**src/rtl/sarc_pkg.sv**
```systemverilog
package sarc_pkg;

    localparam int RES_W  = 12;
    localparam int BYTE_W = 8;
    localparam int NIB_W  = 4;

    typedef enum logic [1:0] {
        PH_IDLE   = 2'd0,
        PH_TRIAL  = 2'd1,
        PH_SETTLE = 2'd2
    } phase_e;

    typedef struct packed {
        logic en;
        logic sel_n;
        logic rdconv;
        logic addr;
        logic wide;
    } ctl_s;

    typedef struct packed {
        logic start;
        logic read;
    } cmd_s;

    typedef struct packed {
        logic [RES_W-1:0] data;
        logic [RES_W-1:0] oe;
    } bus_s;

    function automatic bus_s fmt_bus(input logic [RES_W-1:0] res,
                                     input logic wide,
                                     input logic addr);
        bus_s b;
        b = '0;
        if (wide) begin
            b.data = res;
            b.oe   = '1;
        end else if (!addr) begin
            b.data[RES_W-1:RES_W-BYTE_W] = res[RES_W-1:RES_W-BYTE_W];
            b.oe[RES_W-1:RES_W-BYTE_W]   = '1;
        end else begin
            b.data[NIB_W-1:0] = res[NIB_W-1:0];
            b.oe[BYTE_W-1:0]  = '1;
        end
        return b;
    endfunction

endpackage

```
**src/rtl/sarc_sync.sv**
```systemverilog
module sarc_sync #(
    parameter int W      = 5,
    parameter int STAGES = 2
) (
    input  logic         clk,
    input  logic         rst,
    input  logic [W-1:0] d_i,
    output logic [W-1:0] q_o
);
    logic [W-1:0] stg_q [STAGES];

    always_ff @(posedge clk) begin
        if (rst) begin
            for (int i = 0; i < STAGES; i++) stg_q[i] <= '0;
        end else begin
            stg_q[0] <= d_i;
            for (int i = 1; i < STAGES; i++) stg_q[i] <= stg_q[i-1];
        end
    end

    assign q_o = stg_q[STAGES-1];
endmodule

```
**src/rtl/sarc_decode.sv**
```systemverilog
module sarc_decode
    import sarc_pkg::*;
(
    input  logic clk,
    input  logic rst,
    input  ctl_s ctl_i,
    output cmd_s cmd_o
);
    logic conv_lvl;
    logic conv_prev_q;

    assign conv_lvl = ctl_i.en & ~ctl_i.sel_n & ~ctl_i.rdconv;

    always_ff @(posedge clk) begin
        if (rst) conv_prev_q <= 1'b0;
        else     conv_prev_q <= conv_lvl;
    end

    assign cmd_o.start = conv_lvl & ~conv_prev_q;
    assign cmd_o.read  = ctl_i.en & ~ctl_i.sel_n & ctl_i.rdconv;
endmodule

```
**src/rtl/sarc_engine.sv**
```systemverilog
module sarc_engine
    import sarc_pkg::*;
#(
    parameter int TRIAL_CYC = 4,
    parameter int ACQ_CYC   = 25
) (
    input  logic             clk,
    input  logic             rst,
    input  logic             start_i,
    input  logic             short_i,
    input  logic             comp_i,
    output logic             busy_o,
    output logic             hold_o,
    output logic [RES_W-1:0] res_o,
    output logic [RES_W-1:0] dac_o
);
    localparam int TW = (TRIAL_CYC > 1) ? $clog2(TRIAL_CYC) : 1;
    localparam int AW = (ACQ_CYC > 1) ? $clog2(ACQ_CYC) : 1;
    localparam logic [TW-1:0] T_LAST = TW'(TRIAL_CYC - 1);
    localparam logic [AW-1:0] A_LAST = AW'(ACQ_CYC - 1);

    phase_e           phase_q;
    logic [RES_W-1:0] mask_q;
    logic [RES_W-1:0] sar_q;
    logic             short_q;
    logic [TW-1:0]    tcnt_q;
    logic [AW-1:0]    acnt_q;
    logic             last_bit;

    assign last_bit = short_q ? mask_q[NIB_W] : mask_q[0];

    always_ff @(posedge clk) begin
        if (rst) begin
            phase_q <= PH_IDLE;
            mask_q  <= '0;
            sar_q   <= '0;
            short_q <= 1'b0;
            tcnt_q  <= '0;
            acnt_q  <= '0;
        end else begin
            case (phase_q)
                PH_IDLE: begin
                    if (start_i) begin
                        phase_q <= PH_TRIAL;
                        short_q <= short_i;
                        sar_q   <= '0;
                        mask_q  <= {1'b1, {(RES_W-1){1'b0}}};
                        tcnt_q  <= '0;
                    end
                end
                PH_TRIAL: begin
                    if (tcnt_q == T_LAST) begin
                        tcnt_q <= '0;
                        if (comp_i) sar_q <= sar_q | mask_q;
                        mask_q <= mask_q >> 1;
                        if (last_bit) begin
                            phase_q <= PH_SETTLE;
                            mask_q  <= '0;
                            acnt_q  <= '0;
                        end
                    end else begin
                        tcnt_q <= tcnt_q + 1'b1;
                    end
                end
                PH_SETTLE: begin
                    if (acnt_q == A_LAST) phase_q <= PH_IDLE;
                    else                  acnt_q  <= acnt_q + 1'b1;
                end
                default: phase_q <= PH_IDLE;
            endcase
        end
    end

    assign busy_o = (phase_q != PH_IDLE);
    assign hold_o = (phase_q == PH_TRIAL);
    assign res_o  = sar_q;
    assign dac_o  = sar_q | mask_q;


    short_hold_chk: assert property (@(posedge clk) disable iff (rst)
        (phase_q != PH_IDLE) |=> $stable(short_q));


    one_trial_chk: assert property (@(posedge clk) disable iff (rst)
        (phase_q == PH_TRIAL) |-> ($countones(mask_q) == 1));


    below_trial_chk: assert property (@(posedge clk) disable iff (rst)
        (phase_q == PH_TRIAL) |-> ((sar_q & (mask_q - RES_W'(1))) == '0));
endmodule

```
**src/rtl/sar_conv_ctl.sv**
```systemverilog
module sar_conv_ctl
    import sarc_pkg::*;
#(
    parameter int TRIAL_CYC   = 4,
    parameter int ACQ_CYC     = 25,
    parameter int SYNC_STAGES = 2
) (
    input  logic              clk,
    input  logic              rst,
    input  logic              enable_i,
    input  logic              select_n_i,
    input  logic              rd_not_cv_i,
    input  logic              addr_i,
    input  logic              wide_i,
    input  logic              comp_i,
    output logic [RES_W-1:0]  dac_code_o,
    output logic              hold_o,
    output logic              busy_o,
    output logic [RES_W-1:0]  data_o,
    output logic [RES_W-1:0]  oe_o
);
    ctl_s             ctl_raw;
    ctl_s             ctl_s_q;
    logic [$bits(ctl_s)-1:0] sync_q;
    cmd_s             cmd;
    logic [RES_W-1:0] res;
    bus_s             fb;
    logic             show;

    assign ctl_raw = '{en: enable_i, sel_n: select_n_i, rdconv: rd_not_cv_i,
                       addr: addr_i, wide: wide_i};

    sarc_sync #(.W($bits(ctl_s)), .STAGES(SYNC_STAGES)) u_sync (
        .clk (clk),
        .rst (rst),
        .d_i (ctl_raw),
        .q_o (sync_q)
    );

    assign ctl_s_q = sync_q;

    sarc_decode u_dec (
        .clk   (clk),
        .rst   (rst),
        .ctl_i (ctl_s_q),
        .cmd_o (cmd)
    );

    sarc_engine #(.TRIAL_CYC(TRIAL_CYC), .ACQ_CYC(ACQ_CYC)) u_eng (
        .clk     (clk),
        .rst     (rst),
        .start_i (cmd.start),
        .short_i (ctl_s_q.addr),
        .comp_i  (comp_i),
        .busy_o  (busy_o),
        .hold_o  (hold_o),
        .res_o   (res),
        .dac_o   (dac_code_o)
    );

    assign fb     = fmt_bus(res, ctl_s_q.wide, ctl_s_q.addr);
    assign show   = cmd.read & ~hold_o;
    assign data_o = show ? fb.data : '0;
    assign oe_o   = show ? fb.oe   : '0;


    dark_in_trial_chk: assert property (@(posedge clk) disable iff (rst)
        hold_o |-> (oe_o == '0));


    low_byte_chk: assert property (@(posedge clk) disable iff (rst)
        (cmd.read && !hold_o && !ctl_s_q.wide && ctl_s_q.addr)
            |-> (oe_o == 12'h0FF && data_o[7:4] == 4'h0));
endmodule

```
**config.mk**
```make
export PLATFORM = sky130hd
export DESIGN_NAME = sar_conv_ctl
export DESIGN_NICKNAME = d
export VERILOG_FILES = /design/src/rtl/sarc_pkg.sv /design/src/rtl/sarc_sync.sv /design/src/rtl/sarc_decode.sv /design/src/rtl/sarc_engine.sv /design/src/rtl/sar_conv_ctl.sv
export SDC_FILE = /design/constraint.sdc
export NUM_CORES = 1
export LEC_CHECK = 0
export BUFFER_PORTS_ARGS = -buffer_cell sky130_fd_sc_hd__buf_2
export CAP_MARGIN = 20
export CORE_MARGIN = 4
export CORE_UTILIZATION = 40
export CTS_CLUSTER_SIZE = 10
export DETAILED_ROUTE_END_ITERATION = 7
export HOLD_SLACK_MARGIN = 0.05
export PLACE_DENSITY_LB_ADDON = 0.08
export SKIP_LAST_GASP = 1
export SYNTH_ARGS = -nofsm -noshare
export SYNTH_HDL_FRONTEND = slang
export SYNTH_SLANG_ARGS = --single-unit
```
**constraint.sdc**
```tcl
create_clock -name clk -period 4.2 [get_ports clk]
set_input_delay 1.05 -clock clk [delete_from_list [all_inputs] [get_ports clk]]
set_output_delay 1.05 -clock clk [all_outputs]
set_load 0.05 [all_outputs]
```
[Yosys cells after proc, flatten, opt, wreduce, memory -nomap -nowiden]
Memory sizes are Yosys's and may differ from the RTL's.
Index checks and enable logic that the tools add are counted.
Storage, ports and cells
  RAM bits: 10
  word-level logic and storage cells: 75
  memories: 1
  flip-flop bits (word level): 35
Memories
  u_sync.stg_q: words 2, bits a word 5, read ports 2, clocked after Yosys merged registers in 0, wr ports 2, RTL line sarc_sync.sv:10  | logic [W-1:0] stg_q [STAGES];
Cells by class
  reductions and logical operators: 10
  bitwise gates (word level): 12
  multiplexer cells: 33
  add/sub/neg operators: 2
  equality and inequality tests: 10
Operator list (number)
  2-to-1 mux 12 bit: 7
  case mux 12 bit (2 select lines): 2
  2-to-1 mux 5 bit: 5
  2-to-1 mux 24 bit: 1
  2-to-1 mux 2 bit: 6
  2-to-1 mux 4 bit: 3
  OR 12 bit: 1
  AND reduction 4 bit: 3
  2-to-1 mux 11 bit: 1
  case mux 5 bit (2 select lines): 1
  2-to-1 mux 8 bit: 1
  != test 2 x 1 -> 1 bit (second input constant): 4
  case mux 2 bit (3 select lines): 1
  nonzero test 2 bit: 3
  adder 5 x 1 -> 5 bit (second input constant): 1
  bitwise AND 1 bit: 5
  == test 5 bit (second input constant): 1
  == test 2 bit (second input constant): 2
  2-to-1 mux 1 bit: 4
  != test 2 bit (second input constant): 2
  inverter 1 bit: 4
  case mux 2 bit (2 select lines): 1
  AND reduction 2 bit: 2
  AND reduction 3 bit: 1
  other kinds (4): 5

[Logic depth before layout (Yosys ltp)]
Gate-level depths: netlist of the first run.
An unclocked memory read counts as a cell.
  depth in word-level cells: 7
  depth in mapped cells: 5
  gate-level depth less buffers: 5

[By module]
Synthesis of the first run repeated with hierarchy kept, for this count alone.
Unflattened totals
  cells, all modules: 229
  area, all modules: 2218.4 sq um
Modules (own cells, without submodules)
  sarc_engine: instances 1, area an instance 1607.8 sq um, cells an instance 170, sequential area each 680.7 sq um
  sarc_sync: instances 1, area an instance 300.3 sq um, cells an instance 25, sequential area each 200.2 sq um
  sar_conv_ctl: instances 1, area an instance 262.8 sq um, cells an instance 30, sequential area each 0.0 sq um
  sarc_decode: instances 1, area an instance 47.5 sq um, cells an instance 4, sequential area each 20.0 sq um

[Worst setup path before layout of the first run]
OpenSTA, ideal clock, no wires.
  path type: flip-flop to output port
  start point: register u_eng.phase_q[1]
  end point: output port data_o[0]
  data arrival time: 2828 ps
  buffers on the path: 0
  stages on the path, launching flop included: 5
  slack: 322 ps
  data required time: 3150 ps
  cells stage by stage: dfxtp_1 -> nand2b_1 -> inv_1 -> nor3_1 -> and2_1
On the way
  longest elaborated chain between the ends: 4
RTL lines
  start, declared: RTL line sarc_engine.sv:22  | phase_e phase_q;
  start signal, assigned: RTL line sarc_engine.sv:34  | phase_q <= PH_IDLE;
  start signal, assigned: RTL line sarc_engine.sv:44  | phase_q <= PH_TRIAL;
  start signal, assigned: RTL line sarc_engine.sv:57  | phase_q <= PH_SETTLE;
  == test 2 x 1 -> 1 bit: RTL line sarc_engine.sv:75  | assign hold_o = (phase_q == PH_TRIAL);
  named net hold_o: RTL line sar_conv_ctl.sv:17  | output logic hold_o,
  inverter 1 bit: RTL line sar_conv_ctl.sv:62  | assign show = cmd.read & ~hold_o;
  bitwise AND 1 bit: RTL line sar_conv_ctl.sv:62
  2-to-1 mux 12 bit: RTL line sar_conv_ctl.sv:63  | assign data_o = show ? fb.data : '0;
  end, declared: RTL line sar_conv_ctl.sv:19  | output logic [RES_W-1:0] data_o,
The timed path passes the listed nets, and every way through them passes these cells.

[Worst setup path in the final report of the first run]
  start point: register u_eng.phase_q[1]
  end point: output port data_o[4]
On the way
  longest elaborated chain between the ends: 4
RTL lines (RTL line)
  == test 2 x 1 -> 1 bit: sarc_engine.sv:75
  inverter 1 bit: sar_conv_ctl.sv:62
  bitwise AND 1 bit: sar_conv_ctl.sv:62
  2-to-1 mux 12 bit: sar_conv_ctl.sv:63
Every way passes these cells.

==> results of run 1 <==
-- flip-flops by register name (all words and copies together) (netlist names) --
| name | count |
|---|---|
| u_eng.acnt_q | 5 |
| u_eng.mask_q | 12 |
| u_eng.res_o | 12 |
| u_dec.conv_prev_q | 1 |
| u_eng.phase_q | 2 |
| u_eng.tcnt_q | 2 |
| u_eng.short_q | 1 |
| u_sync.stg_q | 10 |
-- power by group through the flow --
| stage | registers, W | clock network [W] | logic [W] |
|---|---|---|---|
| after floorplan | 0.000445 | 0 | 0.0000360 |
| after global placement | 0.000446 | 0 | 0.0000435 |
| after detailed placement | 0.000446 | 0 | 0.0000435 |
| after CTS | 0.000436 | 0.000352 | 0.0000435 |
| after global routing | 0.000437 | 0.000365 | 0.0000472 |
| final | 0.000436 | 0.000340 | 0.0000428 |
-- critical path: stages, from the launching register on --
cell	delay [ns]
dfxtp_1	0.43
nand2b_1	0.18
inv_1	0.12
nor3_2	0.68
and2_1	0.23
buf_2	0.27
-- stage by stage --
stage,worst slack [ns],power (W),instances
6_report,0.946,0.000819,333
5_1_grt,0.742,0.000849,333
4_1_cts,0.901,0.000832,333
3_5_place_dp,1.24,0.000490,325
3_3_place_gp,1.26,0.000490,325
2_1_floorplan,0.322,0.000481,234
-- cell usage after synthesis (all sizes together), types with 2 or more instances --
master and n:
nor3 2, nand2b 14, nand3b 5, nand2 14, and2 12, inv 7, o31ai 2, clkbuf 10
o211ai 2, o21ai 14, ha 3, or2 14, or4 2, nor2b 12, a21oi 17, buf 13
nor3b 2, nand3 16, and4b 2, mux2i 12, or3 3, nor2 3, o311ai 2, dfxtp 45
-- final timing paths --
check                     startpoint  cells past startpoint            endpoint
setup / recovery    u_eng.phase_q[1]                      5           data_o[4]
hold / removal    u_sync.stg_q[0][4]                      1  u_sync.stg_q[0][9]
setup reg to reg    u_eng.phase_q[1]                      3     u_eng.mask_q[2]
hold reg to reg   u_sync.stg_q[0][4]                      1  u_sync.stg_q[0][9]
-- cell families after synthesis --
kind of cell,count (synthesis)
buf+inv,30
compound gates,40
simple gates,104
flops,45
fa+ha+maj,3
mux,12
-- final cells by class --
type	count	area [µm²]	share of cell area (%)
well taps	67	83.8	3.53
flip-flops and latches	45	901	37.9
multi-input cells	159	1010	42.4
repair buffers	47	240	10.1
clock inverters	1	30.0	1.26
inverters	7	26.3	1.11
clock buffers	7	86.3	3.63
-- placed cells by master, fill, tap and decap left out --
cell / n
o21ai_0: 14
and3b_1: 1
or2_2: 13
or3_1: 3
clkbuf_8: 6
mux2i_1: 12
bufinv_16: 1
o22ai_1: 1
o21a_4: 1
a21oi_1: 17
and2_1: 12
ha_1: 3
nor3b_1: 2
buf_4: 2
o221ai_1: 1
nand2b_1: 14
nand3b_1: 5
nor2b_1: 12
o311ai_0: 2
clkbuf_1: 1
nand2_1: 14
nor2_1: 3
or4_1: 2
nor3_2: 1
inv_1: 7
o211ai_1: 2
or3b_1: 1
or4b_1: 1
dfxtp_1: 45
and4b_1: 2
o31ai_1: 2
buf_2: 45
nand3_1: 16
or2_1: 1
nor3_1: 1
-- per-layer routing --
metal  part of all wire, %  GRT usage, %  up-vias
met3                   5.2          3.50        5
li1                      -             -      848
met4                   1.0          5.07        0
met1                    51          20.6      750
met5                     0             0        -
met2                    43          22.0       39
==> metrics, run 1 <==
outcome complete, no violations; Vias 1,642; final net count 276; main combinational cell family by area after synthesis simple AND/OR/NAND/NOR gates; #FFs+latches synth 45; CP Launch Type register; Sw Share 21.8%; Site Rows 25; Synth Flop Type dfxtp_1; Finished Cell Area 2380 µm²; Fin Hold WS 0.446 ns; CP arrival 2.20 ns; Routed wire per std cell 13.5 µm; H-tree levels 2; Req. time, crit path 3.15 ns; Netlist Area Pre-Place 2080 µm²; Synth area leader dfxtp_1; Pre-antenna DRT Iters 4; total internal power 0.000641 W; Clk pwr share 41.5%; total track usage 14.7%; Pwr Density 345 nW/µm²; Synth warnings 0; vias in the first global route 1,555; initial antenna violation count 0; grt ovf 0; antenna-violating nets left 0; post-CTS sizing 0; CTS tree done; Final min period 3.25 ns; detailed-route wire length 4500 µm; floorplan die width 80.0 µm; Max Cap Viol 0; Cell Area, Placed 2260 µm²; Post-CTS Setup Repair Bufs 0; first-pass GRT wire length 7430 µm; pin count of the biggest net entering global routing 51; adder-cell share of the synthesized area 1.81%; Yosys cell types 34; CTS Sinks 45; Leakage 1.08 nW; Port Buf Inserts 45; vias per cell 4.93; hpwl dp 2890 µm; Layout area overhead 14.5%; total CTS buffers 5; Async SR Flop Fraction 0%; sequential power share 53.2%; Antenna Cells 0; CP Capture Type primary output; fillers 503; Combinational Power Share 5.2%; worst reg2reg setup slack 2.53 ns; DRC 0; Final Hold Vio Count 0; xor and xnor area share after synthesis 0%; multiplexer share of the synthesized area 5.79%; endpoints failing setup 0; first-iteration detailed-routing DRC count 65; fin. max-slew vios 0; Seq/Total Area, Yosys 43.4%; clock-pin slew on the worst setup and hold paths 0.08 ns; Worst Skew 0.00320 ns; Slew HR 45.2%; setup TNS 0 ns; Synth top area share 43.4%; root buf cell clkbuf_8; fmax 307 MHz; boundary pin count 46; Hold Buf Count CTS 0; later-pin clock latency in the skew report 0.29 ns; Synth area leaders dfxtp_1 (43%), mux2i_1 (5.8%), nand2b_1 (4.2%), a21oi_1 (4.1%), or2_2 (3.9%); share of layout cells above drive strength 1 25.9%; Synth Area in Compound Gates 11.2%; post-layout util 48.7%; Tcrit/Tclk final 77.5%; critical path class register to primary output; core area 4880 µm²; Hold Crit Class register to register; Synth Net Count 245; CP Max Fanout 12; Synth Instances 234; simple-gate area share of the yosys netlist 29.8%; Post-synth EDFFs 0; worst slew pin tran 0.822 ns; synthesized area per cell 8.87 µm²; Final GP Congestion 0.763; Initial Util 42.5%; Max Root-Sink Buffers 2; DIE AREA 6410 µm²; DIE HEIGHT 80.0 µm; maximum vdd drop 0.168 mV; Sw Pwr 0.000178 W; RSZ-0062 raised after global routing no
No activity file was read; power rests on OpenSTA's default activity.
==> run 2: changes to the inputs <==
==> constraint.sdc (replaced) <==
create_clock -name clk -period 3.2 [get_ports clk]
set_input_delay 0.8 -clock clk [delete_from_list [all_inputs] [get_ports clk]]
set_output_delay 0.8 -clock clk [all_outputs]
set_load 0.05 [all_outputs]
==> metrics, run 2 (synthesized netlist as in run 1, its figures left out) <==
dpl ws 0.802 ns; Final GP Congestion 0.730; fin. max-slew vios 0; Pre-antenna DRT Iters 4; Worst Skew 0.00310 ns; vias in the first global route 1,538; detailed-route wire length 4590 µm; CP delay by family, top simple AND/OR/NAND/NOR gates; Final min period 2.68 ns; first-pass GRT wire length 7510 µm; fmax 373 MHz; Post-CTS Setup Repair Bufs 0; Site Rows 25; Req. time, crit path 2.40 ns; Routed wire per std cell 13.7 µm; post-CTS sizing 0; Hold Crit Class register to register; outcome complete, no violations; Max Cap Viol 0; share of layout cells above drive strength 1 26.6%; Pwr Density 451 nW/µm²; Finished Cell Area 2390 µm²; M2 GR Usage 22.8%; vias per cell 4.93; CP Capture Type primary output; R2R cell count 3; met3 Usage GRT 3.84%; antenna-violating nets left 0; fillers 518; root buf cell clkbuf_8; Top Usage Layer GRT met2; Antenna Cells 0; CTS tree done; boundary pin count 46; met1 Track Usage GR 20.8%; cell count along the critical path 5; Max Root-Sink Buffers 2; first-iteration detailed-routing DRC count 75; clock-pin slew on the worst setup and hold paths 0.08 ns; DIE HEIGHT 80.0 µm; Hold Buf Count CTS 0; RSZ-0062 raised after global routing no; Worst Path Buf+Inv 2; Leakage 1.08 nW; total CTS buffers 5; grt ovf 0; CP peak stage delay 0.42 ns; hpwl dp 2940 µm; CP arrival 1.88 ns; H-tree levels 2; setup TNS 0 ns; critical path class register to primary output; core area 4880 µm²; final worst setup slack 0.517 ns; Tcrit/Tclk final 83.8%; later-pin clock latency in the skew report 0.30 ns; initial antenna violation count 0; WHS Path Cells 1; Initial Util 42.5%; worst slew pin tran 0.847 ns; total track usage 15.2%; CP max stage cell dfxtp_1; floorplan die width 80.0 µm; CP Max Fanout 8; Slew HR 43.5%; Fin Hold WS 0.442 ns; endpoints failing setup 0; DIE AREA 6410 µm²; CP Launch Type register; final net count 277; Layout area overhead 15.1%; CP cell instances nand2b_1, inv_1, nor3_2, and2_1, buf_2; CTS Sinks 45; most frequent cells in the layout buf_2 (45), dfxtp_1 (45), a21oi_1 (17), nand3_1 (16); Port Buf Inserts 45; Vias 1,648; Cell Area, Placed 2270 µm²; DRC 0; maximum vdd drop 0.224 mV; Final Hold Vio Count 0; pin count of the biggest net entering global routing 51
==> run 2: cell count changes in the layout (fill, tap and decap cells not counted), sizes merged <==
cell,change
buf,+1
==> run 2: worst paths after layout <==
path,from,end,slack (ns)
max,u_eng.phase_q[1],data_o[2],0.52
max reg2reg,u_eng.phase_q[1],u_eng.mask_q[9],1.52
min reg2reg,u_sync.stg_q[0][0],u_sync.stg_q[0][5],0.44
min,u_sync.stg_q[0][0],u_sync.stg_q[0][5],0.44
==> run 2: area by class of cell <==
cell class / count / area, µm² / share of cell area (%)
Sequential cell: 45 / 901 / 37.7
Clock inverter: 1 / 30.0 / 1.26
Tap cell: 67 / 83.8 / 3.51
Clock buffer: 7 / 86.3 / 3.61
Inverter: 7 / 26.3 / 1.10
Timing Repair Buffer: 48 / 248 / 10.4
Multi-Input combinational cell: 159 / 1010 / 42.4
==> run 2: metal layers <==
layer  share of wire, %  up-vias
met1                 51      754
li1                   -      848
met4                1.6        0
met2                 42       38
met3                4.9        8
met5                  0        -
==> run 2: per-stage QoR <==
stage | power, W | util [%] | instances
floorplan | 0.000632 | - | 234
global placement | 0.000643 | 46.6 | 326
detailed placement | 0.000643 | 46.6 | 326
CTS | 0.00108 | 48.9 | 334
global route | 0.00111 | 48.9 | 334
finish | 0.00108 | 48.9 | 334
==> run 2: power breakdown <==
part / switching (W) / internal, W
Sequential: 0.00000417 / 0.000568
Clock: 0.000193 / 0.000255
Combinational: 0.0000387 / 0.0000186
